## config.mk

```make
export PLATFORM = sky130hd
export DESIGN_NAME = trn_pattern_gen
export DESIGN_NICKNAME = d
export VERILOG_FILES = /design/src/rtl/trn_pat_pkg.sv /design/src/rtl/trn_word_lut.sv /design/src/rtl/trn_burst_seq.sv /design/src/rtl/trn_pattern_gen.sv
export SDC_FILE = /design/constraint.sdc
export NUM_CORES = 1
export LEC_CHECK = 0
export BUFFER_PORTS_ARGS = -buffer_cell sky130_fd_sc_hd__clkbuf_2
export CAP_MARGIN = 20
export CORE_UTILIZATION = 51
export DETAILED_ROUTE_END_ITERATION = 8
export PLACE_DENSITY = 0.72
export SYNTH_ARGS = -nofsm -noshare
export SYNTH_HDL_FRONTEND = slang
export SYNTH_SLANG_ARGS = --single-unit
```

## constraint.sdc

```tcl
create_clock -name clk -period 7 [get_ports clk]
set_clock_uncertainty 0.05 [all_clocks]
set_input_delay 0.7 -clock clk [delete_from_list [all_inputs] [get_ports clk]]
set_output_delay 0.7 -clock clk [all_outputs]
set_load 0.005 [all_outputs]
```

## src/rtl/trn_pat_pkg.sv

```systemverilog
// Shared encodings and helper functions for the training pattern generator.
// Assumes 32-bit output words built from byte or half-word replication.
package trn_pat_pkg;

    localparam int SEL_W = 5;

    // Pattern type codes; lookup decode depends on these values.
    localparam logic [SEL_W-1:0] PS_ALT_A   = 5'd0;
    localparam logic [SEL_W-1:0] PS_ALT_B   = 5'd1;
    localparam logic [SEL_W-1:0] PS_ALT_PAR = 5'd2;
    localparam logic [SEL_W-1:0] PS_RL_HI   = 5'd3;
    localparam logic [SEL_W-1:0] PS_RL_LO   = 5'd4;
    localparam logic [SEL_W-1:0] PS_WALK    = 5'd5;
    localparam logic [SEL_W-1:0] PS_VREF    = 5'd6;

    localparam logic [31:0] W_55   = 32'h5555_5555;
    localparam logic [31:0] W_AA   = 32'hAAAA_AAAA;
    localparam logic [31:0] W_55AA = 32'h55AA_55AA;
    localparam logic [31:0] W_00FF = 32'h00FF_00FF;
    localparam logic [31:0] W_80   = 32'h8080_8080;
    localparam logic [31:0] W_01   = 32'h0101_0101;
    localparam logic [31:0] W_LOHALF = 32'h0000_FFFF;

    typedef enum logic [2:0] {
        FAM_ALT,
        FAM_RL,
        FAM_WALK,
        FAM_VREF,
        FAM_XT,
        FAM_SSO,
        FAM_NONE
    } pat_fam_e;

    // Map a pattern type code to its family.
    function automatic pat_fam_e fam_of(input logic [SEL_W-1:0] s);
        if (s <= PS_ALT_PAR)                       return FAM_ALT;
        else if (s == PS_RL_HI || s == PS_RL_LO)   return FAM_RL;
        else if (s == PS_WALK)                     return FAM_WALK;
        else if (s == PS_VREF)                     return FAM_VREF;
        else if (s[4:3] == 2'b01)                  return FAM_XT;
        else if (s[4:2] == 3'b100)                 return FAM_SSO;
        else                                       return FAM_NONE;
    endfunction

    // Copy one byte into all four byte lanes.
    function automatic logic [31:0] rep4(input logic [7:0] b);
        return {4{b}};
    endfunction

    // Spread one bit across the whole word.
    function automatic logic [31:0] fill(input logic b);
        return {32{b}};
    endfunction

    // Upper byte of 0xFF shifted left by k.
    function automatic logic [7:0] walk_byte(input logic [31:0] k);
        logic [31:0] t;
        t = 32'h0000_00FF << k;
        return t[15:8];
    endfunction

endpackage

```

## src/rtl/trn_word_lut.sv

```systemverilog
// Combinational word lookup: pattern type, bus mode and beat index in,
// 32-bit training word out. Assumes the type codes of trn_pat_pkg and
// table vectors where bit r is row r.
module trn_word_lut
    import trn_pat_pkg::*;
#(
    parameter int          BEAT_W    = 6,
    parameter int          TBL_ROWS  = 64,
    parameter int          VREF_BITS = 64,
    parameter logic [63:0] AGG_COL   = 64'hA5C3_9E17_6B2D_F048,
    parameter logic [63:0] VIC_COL   = 64'h3C5A_0FF1_92E4_7DB6,
    parameter logic [63:0] VREF_MAP  = 64'hD349_A71E_65BC_28F1
) (
    input  logic [SEL_W-1:0]  sel,
    input  logic              half,
    input  logic [BEAT_W-1:0] idx,
    output logic [31:0]       word
);

    localparam int ROW_W  = $clog2(TBL_ROWS);
    localparam int VREF_W = $clog2(VREF_BITS);

    pat_fam_e          fam;
    logic [31:0]       idx_w;
    logic [31:0]       div3;
    logic [ROW_W-1:0]  row_a;
    logic [ROW_W-1:0]  row_e;
    logic [ROW_W-1:0]  row_o;
    logic [VREF_W-1:0] vref_pos;
    logic [2:0]        lane;
    logic [7:0]        xt_one;
    logic [7:0]        xt_even;
    logic [7:0]        xt_odd;
    logic [1:0]        sso_step;
    logic              sso_bit;

    // Index arithmetic shared by all families.
    assign fam      = fam_of(sel);
    assign idx_w    = 32'(idx);
    assign div3     = idx_w / 32'd3;
    assign row_a    = ROW_W'(idx_w % 32'(TBL_ROWS));
    assign row_e    = ROW_W'((idx_w * 32'd2) % 32'(TBL_ROWS));
    assign row_o    = ROW_W'((idx_w * 32'd2 + 32'd1) % 32'(TBL_ROWS));
    assign vref_pos = VREF_W'(idx_w % 32'(VREF_BITS));
    assign lane     = sel[2:0];

    // Per-lane crosstalk bits: the aimed lane takes aggressor, others victim.
    for (genvar i = 0; i < 8; i++) begin : g_lane
        assign xt_one[i]  = (lane == 3'(i)) ? AGG_COL[row_a] : VIC_COL[row_a];
        assign xt_even[i] = (lane == 3'(i)) ? AGG_COL[row_e] : VIC_COL[row_e];
        assign xt_odd[i]  = (lane == 3'(i)) ? AGG_COL[row_o] : VIC_COL[row_o];
    end

    // Switching toggle: parity of floor(idx/(step+1)).
    always_comb begin
        sso_step = half ? (sel[1:0] - 2'd1) : sel[1:0];
        case (sso_step)
            2'd0:    sso_bit = idx_w[0];
            2'd1:    sso_bit = idx_w[1];
            2'd2:    sso_bit = div3[0];
            default: sso_bit = idx_w[2];
        endcase
    end

    // Final word selection per family and bus mode.
    always_comb begin
        word = '0;
        case (fam)
            FAM_ALT: begin
                if (half)
                    word = W_55AA;
                else if (sel == PS_ALT_PAR)
                    word = idx_w[0] ? W_AA : W_55;
                else if (idx_w == 32'd0 || idx_w == 32'd2 ||
                         idx_w == 32'd5 || idx_w == 32'd7)
                    word = W_55;
                else
                    word = W_AA;
            end
            FAM_RL: begin
                if (idx_w < (half ? 32'd3 : 32'd6))
                    word = '0;
                else
                    word = (sel == PS_RL_HI) ? W_80 : W_01;
            end
            FAM_WALK: begin
                word = half ? W_00FF : rep4(walk_byte(div3));
            end
            FAM_VREF: begin
                if (half)
                    word = {{16{VIC_COL[row_e]}}, {16{VIC_COL[row_o]}}};
                else
                    word = fill(VREF_MAP[vref_pos]);
            end
            FAM_XT: begin
                word = half ? {xt_odd, xt_odd, xt_even, xt_even} : rep4(xt_one);
            end
            FAM_SSO: begin
                if (half && sel[1:0] == 2'd0)
                    word = W_LOHALF;
                else
                    word = fill(sso_bit);
            end
            default: word = '0;
        endcase
    end

endmodule

```

## src/rtl/trn_burst_seq.sv

```systemverilog
// Burst sequencer: on start while idle, captures type and mode and steps a
// beat counter from 0 to BURST_LEN-1, one beat per cycle.
// Assumes BURST_LEN >= 2; start while busy is ignored.
module trn_burst_seq
    import trn_pat_pkg::*;
#(
    parameter int BURST_LEN = 64,
    parameter int BEAT_W    = $clog2(BURST_LEN)
) (
    input  logic              clk,
    input  logic              rst_n,
    input  logic              start,
    input  logic [SEL_W-1:0]  sel_in,
    input  logic              half_in,
    output logic              busy,
    output logic [BEAT_W-1:0] cnt,
    output logic [SEL_W-1:0]  cap_sel,
    output logic              cap_half
);

    localparam logic [BEAT_W-1:0] LAST = BEAT_W'(BURST_LEN - 1);

    // Capture on start and advance the beat counter until the last beat.
    always_ff @(posedge clk) begin
        if (!rst_n) begin
            busy     <= 1'b0;
            cnt      <= '0;
            cap_sel  <= '0;
            cap_half <= 1'b0;
        end else if (!busy) begin
            if (start) begin
                busy     <= 1'b1;
                cnt      <= '0;
                cap_sel  <= sel_in;
                cap_half <= half_in;
            end
        end else if (cnt == LAST) begin
            busy <= 1'b0;
        end else begin
            cnt <= cnt + 1'b1;
        end
    end

endmodule

```

## src/rtl/trn_pattern_gen.sv

```systemverilog
// Training data pattern generator top: a free lookup port plus a burst
// sequencer with registered outputs. Assumes synchronous active-low reset.
module trn_pattern_gen
    import trn_pat_pkg::*;
#(
    parameter int          BURST_LEN = 64,
    parameter int          TBL_ROWS  = 64,
    parameter int          VREF_BITS = 64,
    parameter logic [63:0] AGG_COL   = 64'hA5C3_9E17_6B2D_F048,
    parameter logic [63:0] VIC_COL   = 64'h3C5A_0FF1_92E4_7DB6,
    parameter logic [63:0] VREF_MAP  = 64'hD349_A71E_65BC_28F1,
    localparam int         BEAT_W    = $clog2(BURST_LEN)
) (
    input  logic              clk,
    input  logic              rst_n,
    input  logic [4:0]        pat_sel,
    input  logic              half_bus,
    input  logic [BEAT_W-1:0] beat_idx,
    output logic [31:0]       word,
    input  logic              start,
    output logic              seq_valid,
    output logic [BEAT_W-1:0] seq_beat,
    output logic [31:0]       seq_word,
    output logic              seq_done
);

    localparam logic [BEAT_W-1:0] LAST = BEAT_W'(BURST_LEN - 1);

    logic              busy;
    logic [BEAT_W-1:0] cnt;
    logic [SEL_W-1:0]  cap_sel;
    logic              cap_half;
    logic [31:0]       run_word;

    // Direct lookup path.
    trn_word_lut #(
        .BEAT_W(BEAT_W), .TBL_ROWS(TBL_ROWS), .VREF_BITS(VREF_BITS),
        .AGG_COL(AGG_COL), .VIC_COL(VIC_COL), .VREF_MAP(VREF_MAP)
    ) u_look_lut (
        .sel(pat_sel), .half(half_bus), .idx(beat_idx), .word(word)
    );

    trn_burst_seq #(.BURST_LEN(BURST_LEN), .BEAT_W(BEAT_W)) u_seq (
        .clk(clk), .rst_n(rst_n), .start(start),
        .sel_in(pat_sel), .half_in(half_bus),
        .busy(busy), .cnt(cnt), .cap_sel(cap_sel), .cap_half(cap_half)
    );

    // Burst path lookup on the captured type and mode.
    trn_word_lut #(
        .BEAT_W(BEAT_W), .TBL_ROWS(TBL_ROWS), .VREF_BITS(VREF_BITS),
        .AGG_COL(AGG_COL), .VIC_COL(VIC_COL), .VREF_MAP(VREF_MAP)
    ) u_run_lut (
        .sel(cap_sel), .half(cap_half), .idx(cnt), .word(run_word)
    );

    // Output register stage and done pulse after the final beat.
    always_ff @(posedge clk) begin
        if (!rst_n) begin
            seq_valid <= 1'b0;
            seq_beat  <= '0;
            seq_word  <= '0;
            seq_done  <= 1'b0;
        end else begin
            seq_valid <= busy;
            seq_beat  <= cnt;
            seq_word  <= busy ? run_word : '0;
            seq_done  <= seq_valid && (seq_beat == LAST);
        end
    end

endmodule

```

; Yosys cells after proc, flatten, opt, wreduce, memory -nomap -nowiden
; Memories as Yosys holds them, arrays and structs flattened. A register that Yosys moved wholly into a read port is not among the register bits.
; Cells that the tools add are included.
[totals]
output_inout_bits = 72
n_memories = 14
rom_bits = 768
reg_bits = 53
[memory_table]
columns = memory, words, word_bits, rd, rd_clocked_by_memory_dff, write_ports, line
row1 = (name not given), 64, 1, 1, 0, 0, trn_word_lut.sv:51  ; assign xt_odd[i] = (lane == 3'(i)) ? AGG_COL[row_o] : VIC_COL[row_o];
row2 = (name not given), 64, 1, 1, 1, 0, trn_word_lut.sv:49  ; assign xt_one[i] = (lane == 3'(i)) ? AGG_COL[row_a] : VIC_COL[row_a];
row3 = (name not given), 64, 1, 1, 0, 0, trn_word_lut.sv:51
row4 = (name not given), 64, 1, 1, 0, 0, trn_word_lut.sv:51
row5 = (name not given), 64, 1, 1, 0, 0, trn_word_lut.sv:51
row6 = (name not given), 64, 1, 1, 1, 0, trn_word_lut.sv:49
row7 = 8 more memories, -, -, -, -, -, -
[classes]
n_shift = 2
bitwise_logic = 1
eq_ne = 51
muxes = 118
order_cmp = 10
reduce_logical = 25
div = 2
addsub = 5
[ops]
columns = cell, count
row1 = 2-to-1 mux 32 bit, 20
row2 = one-hot mux 32 bit (6 select lines), 2
row3 = 2-to-1 mux 1 bit, 65
row4 = divider 6 x 2 -> 32 bit (second input constant), 2
row5 = zero test 32 bit, 2
row6 = left shift 8 x 32 -> 16 bit (first input constant), 2
row7 = 2-to-1 mux 6 bit, 9
row8 = == test 3 bit (second input constant), 14
row9 = less-than comparator 6 x 7 -> 1 bit (second input constant), 6
row10 = 2-to-1 mux 3 bit, 12
row11 = == test 5 x 3 -> 1 bit (second input constant), 6
row12 = == test 3 x 2 -> 1 bit (second input constant), 8
row13 = == test 6 x 3 -> 1 bit (second input constant), 4
row14 = == test 5 x 2 -> 1 bit (second input constant), 4
row15 = 2-to-1 mux 5 bit, 4
row16 = adder 6 x 1 -> 6 bit (second input constant), 3
row17 = == test 3 x 1 -> 1 bit (second input constant), 4
row18 = == test 6 x 2 -> 1 bit (second input constant), 2
row19 = == test 6 bit (second input constant), 2
row20 = zero test 3 bit, 4
row21 = less-than comparator 6 x 3 -> 1 bit, 2
row22 = <= comparator 5 x 2 -> 1 bit (second input constant), 2
row23 = == test 2 x 1 -> 1 bit (second input constant), 4
row24 = zero test 2 bit, 4
row25 = other kinds (10), 27

; Longest topological paths before layout
; Gate-level depths: netlist of run 1.
[depth]
ltp_word = 9
mapped_depth = 22
ltp_nobuf = 18

; Modules after synthesis
; Synthesis of run 1 repeated with hierarchy kept, for this count alone.
[hier_totals]
cells_unflattened = 933
area_unflattened_um2 = 6757.7
[by_module_without_submodules]
columns = module, cells_per_inst, seq_area_each_um2, area_per_inst_um2, n_inst
row1 = trn_word_lut, 394, 0.0, 2538.7, 2
row2 = trn_pattern_gen, 89, 800.8, 1098.6, 1
row3 = trn_burst_seq, 56, 260.2, 581.8, 1

; Worst setup path after synthesis of run 1
; No wires, ideal clock.
[synth_timing]
kind = input-to-output
from = input beat_idx[1]
to = output word[1]
t_arrival_ps = 4766
path_buffers = 3
cell_stages = 21
required_ps = 6250
path_slack_ps = 1484
path_cell_list = clkbuf_1 -> clkinv_1 -> ha_1 -> nor3b_1 -> nor2_1 -> ha_1 -> buf_2 -> nand3b_4 -> and2_1 -> nor3_1 -> and2_1 -> nor2_1 -> ha_1 -> nor2_1 -> nand2_1 -> o21a_1 -> o311a_1 -> a32o_2 -> buf_6 -> o21a_1 -> nand2_1
[synth_via]
elab_chain_len = 8
word_cells_on_any_way = 35
classes_between = add/sub (1) / div (1) / order compare (1) / eq/ne (3) / shift (1) / mux (18) / reduce/logical (4) / memory (6)
[synth_lines]
columns = item, line
row1 = from (decl), trn_pattern_gen.sv:18  ; input logic [BEAT_W-1:0] beat_idx,
row2 = branches (longest 7 deep; another with divider 6 x 2 -> 32 bit), -
row3 = one-hot mux 32 bit (6 select lines) *, trn_word_lut.sv:68  ; case (fam)
row4 = to (decl), trn_pattern_gen.sv:19  ; output logic [31:0] word,
; Mark *: on every way between the ends. The select of a mux whose other input is x is not followed.

; Worst setup path after layout of run 1
[layout_timing]
from = input beat_idx[1]
to = output word[10]
; The elaborated chain is that of the path after synthesis.

==> metrics.txt, run 1 <==
# TYPE chip_impl_metric gauge
chip_impl_info{name="yosys_most_used_dff",value="sky130_fd_sc_hd__dfxtp_1"} 1
chip_impl_info{name="worstSetupStartpoint",value="beat_idx[1]"} 1
chip_impl_info{name="tritoncts",value="yes"} 1
chip_impl_metric{name="synth_area",unit="sq um"} 6870
chip_impl_metric{name="synth.top_cell.area_share",unit="%"} 16.9
chip_impl_info{name="synthTopCellsByArea",value="sky130_fd_sc_hd__dfxtp_1, sky130_fd_sc_hd__ha_1, sky130_fd_sc_hd__nand2_1, sky130_fd_sc_hd__a21oi_1, sky130_fd_sc_hd__nor2_1"} 1
chip_impl_metric{name="setup-tns-final",unit="ps"} 0
chip_impl_metric{name="max_freq",unit="GHz"} 0.159
chip_impl_metric{name="clkSlewWorstSetupHoldPaths",unit="ps"} 50
chip_impl_metric{name="grt_start_max_net_pins",unit=""} 47
chip_impl_metric{name="clock_path_buffers",unit=""} 2
chip_impl_metric{name="worst_ep_required_time",unit="ps"} 6250
chip_impl_info{name="run_status",value="complete, no violations"} 1
chip_impl_metric{name="ys_seq_area_share",unit="%"} 16.9
chip_impl_info{name="grt_setup_unrepaired",value="no"} 1
chip_impl_metric{name="timing.final.setup_violations",unit=""} 0
chip_impl_metric{name="yosys.cell_types.count",unit=""} 82
chip_impl_metric{name="portBuffers",unit=""} 86
chip_impl_metric{name="postCtsHoldBufs",unit=""} 0
chip_impl_metric{name="ioPinCount",unit=""} 87
chip_impl_metric{name="tightest_slew",unit="ps"} 983
chip_impl_metric{name="track_usage",unit="%"} 27.7
chip_impl_metric{name="core.rowCount",unit=""} 42
chip_impl_metric{name="ys_async_sr_fraction",unit="%"} 0
chip_impl_metric{name="final_min_period_over_clock_period",unit="%"} 89.8
chip_impl_metric{name="gp_congestion",unit=""} 0.936
chip_impl_metric{name="dp_cells",unit=""} 1187
chip_impl_metric{name="num_antenna_cells",unit=""} 0
chip_impl_metric{name="synth-edff-count",unit=""} 0
chip_impl_metric{name="detailedPlacementHpwl",unit="mm"} 14.3
chip_impl_metric{name="first_pass_grt_wire_length",unit="mm"} 32.1
chip_impl_metric{name="cts_made_buffers",unit=""} 9
chip_impl_metric{name="antenna_found_initial",unit=""} 0
chip_impl_info{name="min_path_type",value="reg2reg"} 1
chip_impl_metric{name="start_util",unit="%"} 52.1
chip_impl_metric{name="yosys_register_bits",unit=""} 58
chip_impl_info{name="timing.setup.critical_path_class",value="in2out"} 1
chip_impl_info{name="timing.rr.start",value="u_seq.cnt[4]"} 1
chip_impl_info{name="min_from",value="seq_beat[2]"} 1
chip_impl_metric{name="remaining_drc_errors",unit=""} 0
chip_impl_metric{name="pwr_density_cell",unit="nW/um^2"} 160
chip_impl_metric{name="num_vias",unit=""} 7430
chip_impl_metric{name="routedWlPerCell",unit="um"} 16.1
chip_impl_metric{name="hold_viol_final",unit=""} 0
chip_impl_metric{name="via_per_inst",unit=""} 6.17
chip_impl_metric{name="worstSkewPairLatency",unit="ps"} 330
chip_impl_metric{name="totalWireLength",unit="mm"} 19.4
chip_impl_info{name="cpMaxStageDelayCell",value="sky130_fd_sc_hd__nor3b_1"} 1
chip_impl_info{name="worst_setup_path_end_kind",value="primary output"} 1
chip_impl_metric{name="ant_nets",unit=""} 0
chip_impl_metric{name="slew_headroom",unit="%"} 34.3
chip_impl_metric{name="syn_area_per_cell",unit="sq um"} 6.97
chip_impl_metric{name="post_synth_inst_count",unit=""} 986
chip_impl_metric{name="fin_crit",unit="ps"} 6290
chip_impl_metric{name="htree_levels",unit=""} 3
chip_impl_metric{name="multi_input_comb_area",unit="sq um"} 5310
chip_impl_metric{name="slew_viol_final",unit=""} 0
chip_impl_info{name="cp_cell_sequence",value="clkbuf_2 > clkinv_1 > ha_1 > nor3b_1 > nor2_1 > ha_1 > nand3b_4 > and2_1 > nor3_1 > and2_1 > nor2_1 > ha_1 > nor2_1 > nand2_1 > o21a_1 > o311a_1 > a32o_2 > and2b_1 > o211ai_1 > clkbuf_2"} 1
chip_impl_info{name="cts_root_buf",value="sky130_fd_sc_hd__clkbuf_16"} 1
chip_impl_metric{name="chipHeight",unit="um"} 118
chip_impl_metric{name="post-cts-setup-buffer-count",unit=""} 0
chip_impl_metric{name="grt.overflow.total",unit=""} 0
chip_impl_metric{name="cap_violations",unit=""} 0
chip_impl_info{name="synth.largest_area_cell",value="sky130_fd_sc_hd__dfxtp_1"} 1
chip_impl_metric{name="placeableCoreArea",unit="sq um"} 13200
chip_impl_metric{name="stdcell_count",unit=""} 1204
chip_impl_metric{name="die-area",unit="sq um"} 13900
chip_impl_metric{name="detailedRoute.firstIterationViolations",unit=""} 693
chip_impl_metric{name="share_of_final_layout_standard_cells_stronger_than_drive_strength_1",unit="%"} 14.6
chip_impl_metric{name="worst_path_bufs_invs",unit=""} 3
chip_impl_metric{name="clkSinkCount",unit=""} 58
chip_impl_metric{name="seqCellArea",unit="sq um"} 1160
chip_impl_info{name="setup.worst_path.start_class",value="input port"} 1
chip_impl_metric{name="wp_data_arrival",unit="ps"} 5540
chip_impl_metric{name="p_leak",unit="nW"} 3.25
chip_impl_metric{name="irDropWorstVdd",unit="uV"} 98.0
chip_impl_metric{name="post_cts_resize_count",unit=""} 0
chip_impl_metric{name="fin_nets",unit=""} 1075
chip_impl_metric{name="synth.net_count",unit=""} 1038
chip_impl_metric{name="fillerInstances",unit=""} 1314
chip_impl_info{name="worst_path_dominant_cell_family",value="simple AND/OR/NAND/NOR gates"} 1
chip_impl_metric{name="yosys_warnings",unit=""} 0
chip_impl_metric{name="critical_path_peak_fanout",unit=""} 15
chip_impl_metric{name="finalHoldWorstSlack",unit="ps"} 411
chip_impl_metric{name="first_global_vias",unit=""} 6665
chip_impl_metric{name="area_delta_synth_final",unit="%"} 11.1
chip_impl_metric{name="die_x",unit="um"} 118
chip_impl_metric{name="critical-path-max-stage-delay",unit="ps"} 430
chip_impl_metric{name="drt_first_pass_iters",unit=""} 5
registers in the layout (all words and copies together) (netlist names), named ones only:
| name | cells |
|---|---|
| u_seq.busy | 1 |
| u_seq.cap_sel | 5 |
| u_seq.cnt | 6 |
| seq_beat | 6 |
| seq_valid | 1 |
| u_seq.cap_half | 1 |
| seq_word | 32 |
| seq_done | 1 |
cell usage in the layout (no fill, tap or decap), types with 18 or more instances in the layout:
cell,count
sky130_fd_sc_hd__nand2_1,119
sky130_fd_sc_hd__nor2_1,98
sky130_fd_sc_hd__clkbuf_2,86
sky130_fd_sc_hd__a21oi_1,82
sky130_fd_sc_hd__o21ai_0,71
sky130_fd_sc_hd__dfxtp_1,58
sky130_fd_sc_hd__a31oi_1,39
sky130_fd_sc_hd__ha_1,37
sky130_fd_sc_hd__mux2i_1,35
sky130_fd_sc_hd__nand3_1,30
sky130_fd_sc_hd__inv_1,26
sky130_fd_sc_hd__a211oi_1,24
sky130_fd_sc_hd__nor3_1,24
sky130_fd_sc_hd__and2_1,19
sky130_fd_sc_hd__o211ai_1,19
sky130_fd_sc_hd__a21o_1,19
sky130_fd_sc_hd__nand2b_1,18
report_power, final:
group / leakage [nW] / internal (W) / switching, W
Clock: 0.160 / 0.000346 / 0.000146
Sequential: 0.471 / 0.000345 / 0.0000152
Combinational: 2.61 / 0.000144 / 0.000226
final timing paths:
kind                  to  slack [ps]  depth (start not counted)
max             word[10]         710                         20
max reg2reg  seq_word[0]        2520                         14
min reg2reg     seq_done         410                          2
min             seq_done         410                          2
final cells by class:
class                      count  area share, %
clock buffer                  11           3.05
clock inverter                 5           1.34
inverter                      29           1.43
multi-input combinational    830           69.6
sequential                    58           15.2
tap                          176           2.88
timing repair buffer          95           6.52
logic make-up after synthesis:
logic type	Yosys count	share of synthesized area (%)
buffers and inverters	98	5.81
and+or+nand+nor	377	26.5
muxes	50	8.05
xor gates and xnor gates	20	2.55
DFF	58	16.9
adders and majority gates	37	6.74
AOI/OAI and AO/OA	346	33.5
tightest hold or removal path, delay by kind of cell (launching register included):
family        cells  cell delay, ps
flops             1             300
simple gates      2             120
metrics by stage:
stage	util [%]	setup WS [ps]	power, W	cell area (sq um)
after floorplan	-	1480	0.000629	6870
after global placement	55.3	931	0.000725	7290
after detailed placement	55.3	751	0.000728	7290
after CTS	57.8	732	0.00122	7630
after global routing	57.9	221	0.00128	7630
final	57.9	715	0.00122	7630
synth_stat cells (7+ instances only):
| master | number |
|---|---|
| sky130_fd_sc_hd__buf_2 | 16 |
| sky130_fd_sc_hd__mux2i_1 | 35 |
| sky130_fd_sc_hd__and2_1 | 19 |
| sky130_fd_sc_hd__ha_1 | 37 |
| sky130_fd_sc_hd__o31ai_1 | 8 |
| sky130_fd_sc_hd__nand2_1 | 119 |
| sky130_fd_sc_hd__xnor2_1 | 14 |
| sky130_fd_sc_hd__a21boi_0 | 11 |
| sky130_fd_sc_hd__inv_1 | 26 |
| sky130_fd_sc_hd__clkbuf_1 | 45 |
| sky130_fd_sc_hd__and3_1 | 7 |
| sky130_fd_sc_hd__nand2b_1 | 18 |
| sky130_fd_sc_hd__a21oi_1 | 82 |
| sky130_fd_sc_hd__or3_1 | 7 |
| sky130_fd_sc_hd__a21o_1 | 19 |
| sky130_fd_sc_hd__nand3_1 | 30 |
| sky130_fd_sc_hd__nor3b_1 | 8 |
| sky130_fd_sc_hd__dfxtp_1 | 58 |
| sky130_fd_sc_hd__mux2_2 | 12 |
| sky130_fd_sc_hd__nor2b_1 | 13 |
| sky130_fd_sc_hd__nor2_1 | 98 |
| sky130_fd_sc_hd__o211ai_1 | 19 |
| sky130_fd_sc_hd__nor3_1 | 24 |
| sky130_fd_sc_hd__o21ai_0 | 71 |
| sky130_fd_sc_hd__a211oi_1 | 24 |
| sky130_fd_sc_hd__a31oi_1 | 39 |
routing by layer:
metal / up-vias / routed length (um) / GRT usage (%)
li1: 3697 / - / -
met1: 3404 / 8860 / 37.2
met2: 295 / 8940 / 44.9
met3: 34 / 1190 / 3.78
met4: 0 / 412 / 10.0
met5: - / 0 / 0
Power figures use the tool's default switching activity.
==> inputs of run 2 (changes only) <==
ABC_AREA = 1   (was default)
CTS_CLUSTER_DIAMETER = 150   (was default)
PLACE_DENSITY = default   (was 0.72)
PLACE_DENSITY_LB_ADDON = 0.3   (was default)
==> metrics.txt, run 2 <==
# TYPE chip_impl_metric gauge
chip_impl_metric{name="portBuffers",unit=""} 86
chip_impl_metric{name="tightest_slew",unit="ps"} 1140
chip_impl_metric{name="met3_track_utilization_from_global_routing",unit="%"} 3.43
chip_impl_metric{name="seqCellArea",unit="sq um"} 1160
chip_impl_metric{name="slew_headroom",unit="%"} 23.5
chip_impl_metric{name="critical_path_peak_fanout",unit=""} 22
chip_impl_metric{name="yosys_warnings",unit=""} 0
chip_impl_metric{name="pwr_density_cell",unit="nW/um^2"} 168
chip_impl_info{name="timing.rr.start",value="u_seq.cnt[4]"} 1
chip_impl_info{name="grt_setup_unrepaired",value="no"} 1
chip_impl_metric{name="num_vias",unit=""} 8256
chip_impl_metric{name="multi_input_comb_area",unit="sq um"} 4870
chip_impl_info{name="setup.worst_path.start_class",value="input port"} 1
chip_impl_metric{name="fin_crit",unit="ps"} 6200
chip_impl_info{name="synthMostInstantiatedCell",value="sky130_fd_sc_hd__nand2_1"} 1
chip_impl_metric{name="detailedRoute.firstIterationViolations",unit=""} 980
chip_impl_metric{name="post-cts-setup-buffer-count",unit=""} 0
chip_impl_info{name="timing.setup.critical_path_class",value="in2out"} 1
chip_impl_metric{name="synth.top_cell.area_share",unit="%"} 16.7
chip_impl_metric{name="fillerInstances",unit=""} 1364
chip_impl_info{name="largest-register",value="seq_word"} 1
chip_impl_metric{name="placeableCoreArea",unit="sq um"} 13200
chip_impl_metric{name="met1_global_route_usage",unit="%"} 36.7
chip_impl_metric{name="chipHeight",unit="um"} 119
chip_impl_metric{name="ys_async_sr_fraction",unit="%"} 0
chip_impl_metric{name="worst_path_bufs_invs",unit=""} 5
chip_impl_metric{name="first_global_vias",unit=""} 7302
chip_impl_metric{name="die_x",unit="um"} 119
chip_impl_metric{name="die-area",unit="sq um"} 14100
chip_impl_metric{name="area_delta_synth_final",unit="%"} 11.0
chip_impl_metric{name="worstHoldPathCells",unit=""} 2
chip_impl_info{name="cpMaxStageDelayCell",value="sky130_fd_sc_hd__clkbuf_2"} 1
chip_impl_metric{name="clkSinkCount",unit=""} 58
chip_impl_metric{name="start_util",unit="%"} 52.4
chip_impl_info{name="yosys_most_used_dff",value="sky130_fd_sc_hd__dfxtp_1"} 1
chip_impl_metric{name="reg2reg_setup_slack",unit="ps"} 2790
chip_impl_metric{name="via_per_inst",unit=""} 5.64
chip_impl_info{name="layout_common_cells",value="sky130_fd_sc_hd__nand2_1, sky130_fd_sc_hd__inv_1, sky130_fd_sc_hd__nor2_1, sky130_fd_sc_hd__nand3_1, sky130_fd_sc_hd__o21ai_0"} 1
chip_impl_metric{name="synth-edff-count",unit=""} 0
chip_impl_info{name="worst_setup_path_end_kind",value="primary output"} 1
chip_impl_metric{name="core.rowCount",unit=""} 42
chip_impl_info{name="layout.cells.most_common",value="sky130_fd_sc_hd__nand2_1"} 1
chip_impl_metric{name="synth.net_count",unit=""} 1276
chip_impl_info{name="synth.largest_area_cell",value="sky130_fd_sc_hd__dfxtp_1"} 1
chip_impl_metric{name="post_synth_inst_count",unit=""} 1224
chip_impl_metric{name="ioPinCount",unit=""} 87
chip_impl_metric{name="postCtsHoldBufs",unit=""} 0
chip_impl_metric{name="grt_util_met2",unit="%"} 48.4
chip_impl_metric{name="slew_viol_final",unit=""} 0
chip_impl_metric{name="irDropWorstVdd",unit="uV"} 89.8
chip_impl_metric{name="gp_congestion",unit=""} 0.963
chip_impl_info{name="reg_top3",value="seq_word (32), seq_beat (6), u_seq.cnt (6)"} 1
chip_impl_metric{name="grt.overflow.total",unit=""} 0
chip_impl_metric{name="first_pass_grt_wire_length",unit="mm"} 33.8
chip_impl_metric{name="postLayoutCoreUtil",unit="%"} 58.1
chip_impl_metric{name="antenna_found_initial",unit=""} 0
chip_impl_metric{name="totalWireLength",unit="mm"} 20.2
chip_impl_info{name="min_path_type",value="reg2reg"} 1
chip_impl_metric{name="yosys_register_bits",unit=""} 58
chip_impl_metric{name="track_usage",unit="%"} 28.9
chip_impl_metric{name="remaining_drc_errors",unit=""} 0
chip_impl_metric{name="post_cts_resize_count",unit=""} 0
chip_impl_info{name="synthTopCellsByCount",value="sky130_fd_sc_hd__nand2_1, sky130_fd_sc_hd__inv_1, sky130_fd_sc_hd__nor2_1, sky130_fd_sc_hd__nand3_1, sky130_fd_sc_hd__o21ai_0"} 1
chip_impl_metric{name="num_antenna_cells",unit=""} 0
chip_impl_metric{name="worst_ep_required_time",unit="ps"} 6250
chip_impl_info{name="whs_endpoint",value="seq_done"} 1
chip_impl_metric{name="critical-path-max-stage-delay",unit="ps"} 350
chip_impl_metric{name="yosys.cell_types.count",unit=""} 53
chip_impl_metric{name="final_min_period_over_clock_period",unit="%"} 88.5
chip_impl_metric{name="clock_path_buffers",unit=""} 2
chip_impl_metric{name="power",unit="W"} 0.00129
chip_impl_info{name="run_status",value="complete, no violations"} 1
chip_impl_metric{name="number_of_flip_flops_under_the_largest_register_name",unit=""} 32
chip_impl_info{name="tritoncts",value="yes"} 1
chip_impl_metric{name="routedWlPerCell",unit="um"} 13.8
chip_impl_metric{name="hold_viol_final",unit=""} 0
chip_impl_metric{name="drt_first_pass_iters",unit=""} 6
chip_impl_metric{name="ys_seq_area_share",unit="%"} 16.7
chip_impl_info{name="cts_root_buf",value="sky130_fd_sc_hd__clkbuf_16"} 1
chip_impl_metric{name="worstSkewPairLatency",unit="ps"} 330
chip_impl_metric{name="clkSlewWorstSetupHoldPaths",unit="ps"} 50
chip_impl_metric{name="share_of_final_layout_standard_cells_stronger_than_drive_strength_1",unit="%"} 12.1
chip_impl_metric{name="synth_area",unit="sq um"} 6940
chip_impl_info{name="crit-reg2reg-capture",value="seq_word[6]"} 1
chip_impl_metric{name="syn_area_per_cell",unit="sq um"} 5.67
chip_impl_info{name="synthTopCellsByArea",value="sky130_fd_sc_hd__dfxtp_1, sky130_fd_sc_hd__nand2_1, sky130_fd_sc_hd__inv_1, sky130_fd_sc_hd__nand3_1, sky130_fd_sc_hd__nor2_1"} 1
chip_impl_metric{name="grt_start_max_net_pins",unit=""} 40
chip_impl_metric{name="max_freq",unit="GHz"} 0.161
chip_impl_info{name="worst_path_dominant_cell_family",value="simple AND/OR/NAND/NOR gates"} 1
chip_impl_metric{name="cts_made_buffers",unit=""} 9
chip_impl_metric{name="ant_nets",unit=""} 0
chip_impl_metric{name="timing.final.setup_violations",unit=""} 0
chip_impl_metric{name="fin_nets",unit=""} 1334
chip_impl_info{name="min_from",value="seq_beat[0]"} 1
chip_impl_metric{name="detailedPlacementHpwl",unit="mm"} 15.4
chip_impl_info{name="critical-path-top-cell-by-count",value="sky130_fd_sc_hd__nand2_1"} 1
chip_impl_metric{name="reg2regPathDepth",unit=""} 26
chip_impl_metric{name="htree_levels",unit=""} 3
chip_impl_info{name="globalRoute.busiestLayer",value="met2"} 1
chip_impl_metric{name="wp_data_arrival",unit="ps"} 5450
chip_impl_metric{name="setup-tns-final",unit="ps"} 0
chip_impl_metric{name="cap_violations",unit=""} 0
chip_impl_metric{name="p_leak",unit="nW"} 4.30
==> run 2: changes by cell type after synthesis, moves of 15 or more <==
cell                       change
sky130_fd_sc_hd__nand3_1      +83
sky130_fd_sc_hd__nor2_1       +46
sky130_fd_sc_hd__o21ai_0      +32
sky130_fd_sc_hd__a31oi_1      -34
sky130_fd_sc_hd__clkbuf_1     -15
sky130_fd_sc_hd__nand4_1      +23
sky130_fd_sc_hd__nand2_1     +165
sky130_fd_sc_hd__nand2b_1     -18
sky130_fd_sc_hd__a211oi_1     -20
sky130_fd_sc_hd__inv_1       +150
sky130_fd_sc_hd__mux2i_1      -35
sky130_fd_sc_hd__a21o_1       -19
sky130_fd_sc_hd__and2_1       -17
==> run 2: cells by family after synthesis <==
kind of cell / count (synthesis) / share of synthesized area (%)
AOI/OAI and AO/OA: 262 / 21.4
and+or+nand+nor: 637 / 41.7
DFF: 58 / 16.7
adders and majority gates: 37 / 6.68
xor gates and xnor gates: 3 / 0.379
buffers and inverters: 227 / 13.1
==> run 2: tightest hold or removal path, stage by stage, from the launching register on <==
cell and delay (ps):
sky130_fd_sc_hd__dfxtp_1 310, sky130_fd_sc_hd__nand4_1 70, sky130_fd_sc_hd__nor2_1 40
==> run 2: area by class of cell <==
class / count / share of cell area, %
clock inverter: 4 / 0.667
clock buffer: 12 / 3.20
multi-input combinational: 939 / 63.3
sequential: 58 / 15.1
tap: 176 / 2.86
timing repair buffer: 88 / 5.79
inverter: 186 / 9.14
==> run 2: how the worst max path moves through the flow <==
stage / from / endpoint / slack, ps / depth (start not counted)
floorplan: beat_idx[2] / word[11] / 1530 / 34
global placement: beat_idx[2] / word[0] / 1010 / 31
detailed placement: beat_idx[2] / word[22] / 870 / 31
CTS: beat_idx[2] / word[22] / 860 / 31
global route: beat_idx[2] / word[6] / 220 / 32
finish: beat_idx[2] / word[4] / 800 / 31
==> run 2: power breakdown <==
part / total, W / switching [W] / internal (W)
Sequential: 0.000367 / 0.0000176 / 0.000349
Combinational: 0.000488 / 0.000321 / 0.000167
Clock: 0.000436 / 0.000151 / 0.000285
Total: 0.00129 / 0.000490 / 0.000801
==> run 2: per-layer routing <==
metal  part of all wire (%)  routed length, um
met3                    6.6               1330
met5                      0                  0
met2                     46               9370
met4                    3.8                762
met1                     43               8740
==> run 2: through the flow <==
stage                     worst slack (ps)  cell area, sq um  std cells  hold WS (ps)
after floorplan                       1530              6940       1224           396
after global placement                1010              7400       1447           403
after detailed placement               869              7400       1447           406
after CTS                              858              7700       1463           414
after global routing                   224              7700       1463           431
final                                  802              7700       1463           412
==> inputs of run 3 (changes only) <==
ABC_AREA = default   (was 1)
CORE_MARGIN = 2   (was default)
==> metrics.txt, run 3 (same netlist as run 1, synthesis figures left out) <==
# TYPE chip_impl_metric gauge
chip_impl_info{name="worst_setup_path_end_kind",value="primary output"} 1
chip_impl_metric{name="placeableCoreArea",unit="sq um"} 13200
chip_impl_metric{name="routedWlPerCell",unit="um"} 16.2
chip_impl_metric{name="power_frac_comb",unit="%"} 32.7
chip_impl_metric{name="final_min_period_over_clock_period",unit="%"} 90.7
chip_impl_info{name="min_path_type",value="reg2reg"} 1
chip_impl_info{name="timing.rr.start",value="u_seq.cnt[4]"} 1
chip_impl_metric{name="dpl_cell_area",unit="sq um"} 7290
chip_impl_metric{name="power",unit="W"} 0.00113
chip_impl_metric{name="num_antenna_cells",unit=""} 0
chip_impl_metric{name="gp_congestion",unit=""} 0.946
chip_impl_metric{name="post_cts_resize_count",unit=""} 0
chip_impl_metric{name="start_util",unit="%"} 52.1
chip_impl_metric{name="detailedPlacementHpwl",unit="mm"} 14.4
chip_impl_metric{name="critical_path_peak_fanout",unit=""} 15
chip_impl_metric{name="grt.overflow.total",unit=""} 0
chip_impl_metric{name="max_freq",unit="GHz"} 0.157
chip_impl_info{name="timing.setup.critical_path_class",value="in2out"} 1
chip_impl_metric{name="postCtsHoldBufs",unit=""} 0
chip_impl_metric{name="via_per_inst",unit=""} 6.25
chip_impl_metric{name="die_x",unit="um"} 120
chip_impl_metric{name="fin_nets",unit=""} 1075
chip_impl_info{name="grt_setup_unrepaired",value="no"} 1
chip_impl_metric{name="ant_nets",unit=""} 0
chip_impl_metric{name="antenna_found_initial",unit=""} 0
chip_impl_metric{name="reg2regPathDepth",unit=""} 14
chip_impl_metric{name="cap_violations",unit=""} 0
chip_impl_metric{name="slew_headroom",unit="%"} 36.3
chip_impl_metric{name="pwr_density_cell",unit="nW/um^2"} 150
chip_impl_metric{name="die-area",unit="sq um"} 14400
chip_impl_metric{name="fin_area",unit="sq um"} 7580
chip_impl_metric{name="grt_start_max_net_pins",unit=""} 47
chip_impl_metric{name="share_of_final_layout_standard_cells_stronger_than_drive_strength_1",unit="%"} 14.8
chip_impl_metric{name="intPower",unit="W"} 0.000737
chip_impl_info{name="setup.worst_path.start_class",value="input port"} 1
chip_impl_metric{name="timing.final.setup_violations",unit=""} 0
chip_impl_metric{name="portion_of_total_power_attributed_to_the_clock_network",unit="%"} 35.5
chip_impl_metric{name="area_delta_synth_final",unit="%"} 10.3
chip_impl_metric{name="clkSinkCount",unit=""} 58
chip_impl_metric{name="wp_data_arrival",unit="ps"} 5600
chip_impl_metric{name="worst_ep_required_time",unit="ps"} 6250
chip_impl_info{name="min_from",value="seq_beat[3]"} 1
chip_impl_metric{name="totalWireLength",unit="mm"} 19.5
chip_impl_metric{name="track_usage",unit="%"} 26.6
chip_impl_metric{name="remaining_drc_errors",unit=""} 0
chip_impl_metric{name="cts_made_buffers",unit=""} 9
chip_impl_info{name="critical-path-top-cell-by-count",value="sky130_fd_sc_hd__ha_1"} 1
chip_impl_metric{name="fin_crit",unit="ps"} 6350
chip_impl_metric{name="pwr-share-seq",unit="%"} 31.7
chip_impl_info{name="reg_top3",value="seq_word (32), seq_beat (6), u_seq.cnt (6)"} 1
chip_impl_metric{name="dp_slack",unit="ps"} 753
chip_impl_metric{name="p_leak",unit="nW"} 3.22
chip_impl_metric{name="first_global_vias",unit=""} 6719
chip_impl_metric{name="number_of_flip_flops_under_the_largest_register_name",unit=""} 32
chip_impl_info{name="layout_common_cells",value="sky130_fd_sc_hd__nand2_1, sky130_fd_sc_hd__nor2_1, sky130_fd_sc_hd__clkbuf_2, sky130_fd_sc_hd__a21oi_1, sky130_fd_sc_hd__o21ai_0"} 1
chip_impl_metric{name="setup-tns-final",unit="ps"} 0
chip_impl_metric{name="drt_first_pass_iters",unit=""} 5
chip_impl_info{name="cts_root_buf",value="sky130_fd_sc_hd__clkbuf_16"} 1
chip_impl_info{name="layout.cells.most_common",value="sky130_fd_sc_hd__nand2_1"} 1
chip_impl_metric{name="first_pass_grt_wire_length",unit="mm"} 31.9
chip_impl_metric{name="core.rowCount",unit=""} 42
chip_impl_metric{name="clkSlewWorstSetupHoldPaths",unit="ps"} 60
chip_impl_metric{name="worstHoldPathCells",unit=""} 2
chip_impl_metric{name="num_vias",unit=""} 7530
chip_impl_info{name="tritoncts",value="yes"} 1
chip_impl_metric{name="finalHoldWorstSlack",unit="ps"} 412
chip_impl_metric{name="irDropWorstVdd",unit="uV"} 91.0
chip_impl_metric{name="switching_portion_of_total_power",unit="%"} 35.0
chip_impl_metric{name="reg2reg_setup_slack",unit="ps"} 2520
chip_impl_info{name="whs_endpoint",value="seq_done"} 1
chip_impl_metric{name="htree_levels",unit=""} 3
chip_impl_metric{name="post-cts-setup-buffer-count",unit=""} 0
chip_impl_metric{name="detailedRoute.firstIterationViolations",unit=""} 875
chip_impl_info{name="crit-reg2reg-capture",value="seq_word[0]"} 1
chip_impl_info{name="cp_cell_sequence",value="clkbuf_2 > clkinv_1 > ha_1 > nor3b_1 > nor2_1 > ha_1 > nand3b_4 > and2_1 > nor3_1 > and2_1 > nor2_1 > ha_1 > xnor2_1 > xnor2_1 > o31ai_2 > o311a_1 > a32o_2 > and2b_1 > nand3_1 > clkbuf_2"} 1
chip_impl_metric{name="tightest_slew",unit="ps"} 954
chip_impl_metric{name="clock_path_buffers",unit=""} 2
chip_impl_info{name="run_status",value="complete, no violations"} 1
chip_impl_metric{name="fillerInstances",unit=""} 1289
chip_impl_metric{name="timing.final.ws_setup",unit="ps"} 649
chip_impl_metric{name="slew_viol_final",unit=""} 0
chip_impl_metric{name="net-switching-power",unit="W"} 0.000398
chip_impl_metric{name="portBuffers",unit=""} 86
chip_impl_metric{name="critical-path-max-stage-delay",unit="ps"} 410
chip_impl_metric{name="worstSkewPairLatency",unit="ps"} 340
chip_impl_metric{name="ioPinCount",unit=""} 87
chip_impl_info{name="largest-register",value="seq_word"} 1
chip_impl_metric{name="chipHeight",unit="um"} 120
chip_impl_info{name="cpMaxStageDelayCell",value="sky130_fd_sc_hd__nor3b_1"} 1
chip_impl_metric{name="hold_viol_final",unit=""} 0
run 3: cell count changes in the layout (fill, tap and decap cells not counted), sizes merged, moves of 21 or more:
cell / before / now
nand2: 304 / 119
inv: 181 / 27
a31oi: 5 / 39
nand3: 124 / 30
a211oi: 4 / 25
o21ai: 110 / 74
nor2: 155 / 98
mux2i: 0 / 35
nand4: 29 / 5
run 3: worst max path at each step:
stage                start  cells after the start        to  slack, ps
5_1_grt        beat_idx[1]                     20  word[12]        220
3_3_place_gp   beat_idx[1]                     20  word[10]        920
4_1_cts        beat_idx[1]                     20  word[12]        730
2_1_floorplan  beat_idx[1]                     21   word[1]       1480
6_report       beat_idx[1]                     20  word[12]        650
3_5_place_dp   beat_idx[1]                     20  word[12]        750
run 3: worst max-delay path, delay by kind of cell:
kind,cells,cell delay [ps]
xor+xnor,2,330
simple gates,9,1890
fa+ha+maj,3,980
compound gates,3,900
buf+inv,3,790
run 3: cell type report:
type                            instances  area, sq um  share of cell area [%]
Clock buffer                           10          239                    3.15
Inverter                               29          109                    1.44
Multi-Input combinational cell        830         5310                    70.1
Sequential cell                        58         1160                    15.3
Timing Repair Buffer                   95          495                    6.54
Clock inverter                          6         42.5                   0.561
Tap cell                              176          220                    2.91
run 3: metrics by stage:
step | std cells | utilization (%)
5_1_grt | 1204 | 57.4
3_3_place_gp | 1187 | 55.3
3_5_place_dp | 1187 | 55.3
4_1_cts | 1203 | 57.4
6_report | 1204 | 57.4
2_1_floorplan | 986 | -
run 3: power groups by stage:
stage / combinational, W / clock, W / sequential (W)
floorplan: 0.000271 / 0 / 0.000358
global placement: 0.000358 / 0 / 0.000366
detailed placement: 0.000362 / 0 / 0.000366
CTS: 0.000364 / 0.000410 / 0.000360
global route: 0.000410 / 0.000427 / 0.000361
finish: 0.000371 / 0.000403 / 0.000360
run 3: layer usage:
layer	global-route usage (%)	part of all wire, %	vias up
met3	5.89	7.6	43
met4	11.2	2.6	0
li1	-	-	3710
met5	0	0	-
met2	43.0	46	330
met1	34.1	44	3447
